==> src/rtl/evt_pkg.sv <==
package evt_pkg;
    localparam int EVT_N     = 16;
    localparam int ADDR_BITS = 32;
    localparam int GDIS_POS  = 4;
    localparam int MASK_LO   = 5;

    typedef enum logic [0:0] {
        S_IDLE  = 1'b0,
        S_GRANT = 1'b1
    } disp_state_e;
endpackage

==> src/rtl/evt_vec_table.sv <==
module evt_vec_table #(
    parameter int N     = 16,
    parameter int W     = 32,
    localparam int IW   = $clog2(N)
) (
    input  logic          clk,
    input  logic          rst_n,
    input  logic          wr_en,
    input  logic [IW-1:0] wr_idx,
    input  logic [W-1:0]  wr_data,
    input  logic [IW-1:0] rd_a_idx,
    output logic [W-1:0]  rd_a_data,
    input  logic [IW-1:0] rd_b_idx,
    output logic [W-1:0]  rd_b_data
);
    logic [W-1:0] ent_q [N];

    always_ff @(posedge clk or negedge rst_n) begin
        if (!rst_n) begin
            for (int i = 0; i < N; i++) ent_q[i] <= '0;
        end else if (wr_en) begin
            ent_q[wr_idx] <= wr_data;
        end
    end

    assign rd_a_data = ent_q[rd_a_idx];
    assign rd_b_data = ent_q[rd_b_idx];
endmodule

==> src/rtl/evt_status_regs.sv <==
module evt_status_regs #(
    parameter int N       = 16,
    parameter int GPOS    = 4,
    localparam int IW     = $clog2(N)
) (
    input  logic          clk,
    input  logic          rst_n,
    input  logic [N-1:0]  raise,
    input  logic          grant_en,
    input  logic [IW-1:0] grant_idx,
    input  logic          ret_en,
    input  logic [IW-1:0] ret_idx,
    input  logic          gdis_set,
    input  logic          gdis_clr,
    output logic [N-1:0]  pend_q,
    output logic [N-1:0]  act_q,
    output logic          gdis_q
);
    logic [N-1:0] grant_oh, ret_oh, raise_m;

    always_comb begin
        grant_oh = grant_en ? (N'(1) << grant_idx) : '0;
        ret_oh   = ret_en   ? (N'(1) << ret_idx)   : '0;
        raise_m  = raise;
        raise_m[GPOS] = 1'b0;
    end

    always_ff @(posedge clk or negedge rst_n) begin
        if (!rst_n) begin
            pend_q <= '0;
            act_q  <= '0;
            gdis_q <= 1'b1;
        end else begin
            pend_q <= (pend_q & ~grant_oh) | raise_m;
            act_q  <= (act_q & ~ret_oh) | grant_oh;
            if (gdis_set)      gdis_q <= 1'b1;
            else if (gdis_clr) gdis_q <= 1'b0;
        end
    end
endmodule

==> src/rtl/evt_prio_select.sv <==
module evt_prio_select #(
    parameter int N       = 16,
    parameter int GPOS    = 4,
    parameter int MLO     = 5,
    localparam int IW     = $clog2(N)
) (
    input  logic [N-1:0]  pend,
    input  logic [N-1:0]  act,
    input  logic          gdis,
    output logic          found,
    output logic [IW-1:0] sel_idx
);
    logic [N-1:0] blk, elig;

    for (genvar i = 0; i < N; i++) begin : g_elig
        if (i == 0) begin : g_first
            assign blk[i] = act[i];
        end else begin : g_rest
            assign blk[i] = blk[i-1] | act[i];
        end
        if (i == GPOS) begin : g_flag
            assign elig[i] = 1'b0;
        end else if (i >= MLO) begin : g_mask
            assign elig[i] = pend[i] & ~blk[i] & ~gdis;
        end else begin : g_nmask
            assign elig[i] = pend[i] & ~blk[i];
        end
    end

    always_comb begin
        sel_idx = '0;
        for (int i = N - 1; i >= 0; i--) begin
            if (elig[i]) sel_idx = IW'(i);
        end
    end

    assign found = |elig;
endmodule

==> src/rtl/evt_dispatch.sv <==
module evt_dispatch
    import evt_pkg::*;
#(
    parameter int NUM_EVT  = EVT_N,
    parameter int DATA_W   = ADDR_BITS,
    localparam int IDX_W   = $clog2(NUM_EVT),
    localparam int REG_AW  = IDX_W + 1
) (
    input  logic              clk,
    input  logic              rst_n,
    input  logic [NUM_EVT-1:0] evt_raise,
    input  logic              ret_valid,
    input  logic [IDX_W-1:0]  ret_idx,
    input  logic              glob_dis_set,
    input  logic              glob_dis_clr,
    input  logic              reg_wr,
    input  logic [REG_AW-1:0] reg_addr,
    input  logic [DATA_W-1:0] reg_wdata,
    output logic [DATA_W-1:0] reg_rdata,
    output logic              fetch_valid,
    output logic [IDX_W-1:0]  fetch_idx,
    output logic [DATA_W-1:0] fetch_addr
);
    localparam int STAT_ADDR = NUM_EVT;

    disp_state_e        state_q, state_d;
    logic [IDX_W-1:0]   idx_q;
    logic [NUM_EVT-1:0] pend_q, act_q;
    logic               gdis_q;
    logic               cand_found;
    logic [IDX_W-1:0]   cand_idx;
    logic [DATA_W-1:0]  tbl_rd, tbl_fetch, stat_w;
    logic               in_table;

    assign in_table = (reg_addr < REG_AW'(NUM_EVT));

    evt_vec_table #(.N(NUM_EVT), .W(DATA_W)) u_table (
        .clk       (clk),
        .rst_n     (rst_n),
        .wr_en     (reg_wr & in_table),
        .wr_idx    (reg_addr[IDX_W-1:0]),
        .wr_data   (reg_wdata),
        .rd_a_idx  (reg_addr[IDX_W-1:0]),
        .rd_a_data (tbl_rd),
        .rd_b_idx  (idx_q),
        .rd_b_data (tbl_fetch)
    );

    evt_status_regs #(.N(NUM_EVT), .GPOS(GDIS_POS)) u_status (
        .clk       (clk),
        .rst_n     (rst_n),
        .raise     (evt_raise),
        .grant_en  (fetch_valid),
        .grant_idx (idx_q),
        .ret_en    (ret_valid),
        .ret_idx   (ret_idx),
        .gdis_set  (glob_dis_set),
        .gdis_clr  (glob_dis_clr),
        .pend_q    (pend_q),
        .act_q     (act_q),
        .gdis_q    (gdis_q)
    );

    evt_prio_select #(.N(NUM_EVT), .GPOS(GDIS_POS), .MLO(MASK_LO)) u_prio (
        .pend    (pend_q),
        .act     (act_q),
        .gdis    (gdis_q),
        .found   (cand_found),
        .sel_idx (cand_idx)
    );

    // next-state logic
    always_comb begin
        state_d = state_q;
        unique case (state_q)
            S_IDLE:  if (cand_found) state_d = S_GRANT;
            S_GRANT: state_d = S_IDLE;
        endcase
    end

    // state register
    always_ff @(posedge clk or negedge rst_n) begin
        if (!rst_n) begin
            state_q <= S_IDLE;
            idx_q   <= '0;
        end else begin
            state_q <= state_d;
            if (state_q == S_IDLE && cand_found) idx_q <= cand_idx;
        end
    end

    // outputs
    always_comb begin
        fetch_valid = 1'b0;
        fetch_idx   = idx_q;
        fetch_addr  = '0;
        unique case (state_q)
            S_IDLE:  ;
            S_GRANT: begin
                fetch_valid = 1'b1;
                fetch_addr  = tbl_fetch;
            end
        endcase
    end

    always_comb begin
        stat_w = '0;
        stat_w[NUM_EVT-1:0] = pend_q | act_q;
        stat_w[GDIS_POS]    = gdis_q;
    end

    always_comb begin
        if (in_table)                             reg_rdata = tbl_rd;
        else if (reg_addr == REG_AW'(STAT_ADDR))  reg_rdata = stat_w;
        else                                      reg_rdata = '0;
    end
endmodule

==> config.mk <==
export PLATFORM = sky130hd
export DESIGN_NAME = evt_dispatch
export DESIGN_NICKNAME = d
export VERILOG_FILES = /design/src/rtl/evt_pkg.sv /design/src/rtl/evt_vec_table.sv /design/src/rtl/evt_status_regs.sv /design/src/rtl/evt_prio_select.sv /design/src/rtl/evt_dispatch.sv
export SDC_FILE = /design/constraint.sdc
export NUM_CORES = 1
export LEC_CHECK = 0
export BUFFER_PORTS_ARGS = -buffer_cell sky130_fd_sc_hd__buf_2
export CAP_MARGIN = 20
export CORE_ASPECT_RATIO = 1.2
export CORE_MARGIN = 5
export CORE_UTILIZATION = 49
export DETAILED_ROUTE_END_ITERATION = 6
export PLACE_DENSITY = 0.74
export SKIP_CTS_REPAIR_TIMING = 1
export SLEW_MARGIN = 0
export SYNTH_ARGS = -nofsm -noshare
export SYNTH_HDL_FRONTEND = slang
export SYNTH_HIERARCHICAL = 1
export SYNTH_SLANG_ARGS = --single-unit
==> constraint.sdc <==
create_clock -name clk -period 3.98 [get_ports clk]
set_input_delay 0.796 -clock clk [delete_from_list [all_inputs] [get_ports clk]]
set_output_delay 0.796 -clock clk [all_outputs]
set_load 0.01 [all_outputs]
==> impl_metrics.csv <==
group,metric,value,unit
run_status,status,"completed",
die,rows,97,
finish,nets,2137,
worst_setup_path,r2r_slack,1530,ps
clocking,cts_tree,"done",
detailed_routing,wl_per_cell,28.8,µm
worst_setup_path,slowest_stage,"dfrtp_4",
synthesis,avgSynthCellArea,14.7,µm²
min_path,hold_class,"in2async",
timing,slew_violations,0,
timing,max_freq,261,MHz
power,p_leak,0.0141,µW
timing,fin_worst_skew,11.9,ps
finish,final_layout_size_suffix_gt1_share,53.4,%
worst_setup_path,path_cells,"buf_12, mux4_2, a22oi_1, nand2_1, and2_1, buf_2",
worst_setup_path,reg2reg_to,"fetch_idx[0]",
die,fp.coreArea,58500,µm²
worst_setup_path,r2r_cells,7,
global_route,grt-ovfl-total,0,
detailed_routing,vias,19100,
detailed_routing,routed_wl,83.9,mm
clocking,cts_htree_levels,2,
die,die_w,232,µm
worst_setup_path,endpoint,"fetch_addr[29]",
timing,timing.final.crit_share,96.2,%
job,cap_viol_max_count,0,
synthesis,syn_nets,2033,
worst_setup_path,rr_startpoint,"u_status/act_q[0]",
die,dieArea,64100,µm²
global_route,grt_antenna_before_repair,12,
placement,hpwl,52.6,mm
finish,multi_input_area,14500,µm²
detailed_routing,route.detailed.drc,0,
global_route,grt_pass1_wl,128,mm
detailed_routing,viasPerCell,6.53,
clocking,clock_latency,610,ps
timing,setup_viol,0,
worst_setup_path,cp-startpoint,"fetch_idx[0]",
synthesis,yosysWarnings,6,
timing,rsz0062_at_grt,"no",
timing,finalCriticalPeriod,3830,ps
placement,portBuffers,130,
detailed_routing,dr.pass1.iters,7,
finish,final_util,56.1,%
worst_setup_path,crit_fanout,31,
timing,slew-limit-headroom,42.2,%
worst_setup_path,worst_path_largest_cell_delay,690,ps
finish,area_growth,13.3,%
timing,tns,0,ps
clocking,clkTransAtPathRegs,60,ps
finish,regArea,13700,µm²
finish,nFillCells,4613,
finish,final_cell_mix,"546 x dfrtp_1, 513 x mux2_2, 256 x mux4_2",
synthesis,synth_cells,1970,
timing,whs,255,ps
synthesis,syn_area,29000,µm²
power,powerDensity,537,nW/µm²
global_route,grt.total_usage,26.1,%
worst_setup_path,critPathArrivalTime,3030,ps
power,vdd_ir_drop_max,0.000406,V
detailed_routing,drt_iter0_drc,1672,
die,initial_core_util,49.5,%
global_route,grt_max_degree,99,
die,ioPinCount,132,
placement,place_congestion,0.917,
clocking,root_buffer,"clkbuf_16",
worst_setup_path,cp.required,3180,ps
worst_setup_path,criticalPathCategory,"reg2out",
worst_setup_path,crit_path_end_kind,"output pin",
die,die_y,276,µm
clocking,clock-sinks,549,
timing,hold_violations,0,
detailed_routing,ant_nets,0,
clocking,cts-buffers-inserted,57,
finish,layout_commonest_cell,"dfrtp_1",
worst_setup_path,start_kind,"flip-flop",
timing,worst_slew_pin_slew,868,ps
global_route,grt_pass1_vias,20700,
clocking,ctsLongestPathBuffers,3,
==> state kept, by name, indices dropped and copies added, names as in the netlist <==
register	cells
u_status/pend_q	15
state_q	1
u_status/act_q	16
u_status/gdis_q	1
fetch_idx	4
u_table/ent_q	512
==> report_power, final <==
group	switching (µW)	internal [µW]	leakage, µW
logic	2060	2640	0.00618
registers	920	6670	0.00696
clock network	2240	3110	0.000915
==> metal layers <==
| layer | global-route usage, % | wire length, µm |
|---|---|---|
| met2 | 42.1 | 40600 |
| met1 | 35.0 | 32100 |
| met4 | 11.0 | 3730 |
| met3 | 4.98 | 7440 |
| met5 | 0 | 53 |
==> metrics by stage <==
step	power (µW)	area, µm²	setup slack [ps]	std cells
after global placement	12100	30900	253	2806
after global routing	18400	32800	39.0	2916
after detailed placement	12300	30900	229	2806
after floorplan	10700	29000	944	1970
after CTS	17700	32800	-64.7	2908
final	17600	32800	150	2918
==> critical path, delay by kind of cell (launching register included) <==
kind | cells | cell delay [ps]
mux | 1 | 550
buf+inv | 2 | 460
simple gates | 2 | 370
flops | 1 | 690
compound gates | 1 | 300
==> worst min-delay path by stage <==
stage	start	cells past startpoint	slack, ps	endpoint
after floorplan	u_status/act_q[4]	2	460	u_status/act_q[4]
after global placement	u_status/pend_q[15]	1	470	u_status/pend_q[15]
after CTS	rst_n	1	280	u_table/ent_q[131]
after detailed placement	u_status/pend_q[15]	1	480	u_status/pend_q[15]
after global routing	rst_n	1	310	u_table/ent_q[99]
final	rst_n	1	250	u_table/ent_q[35]
==> final cells by class <==
cell class,count,area share [%]
Antenna cell,9,0.0687
Inverter,21,0.240
Tap cell,792,3.02
Multi-Input combinational cell,1218,44.1
Sequential cell,549,41.9
Timing Repair Buffer,227,4.97
Clock buffer,88,5.28
Clock inverter,14,0.431
Power figures use the tool's default switching activity.
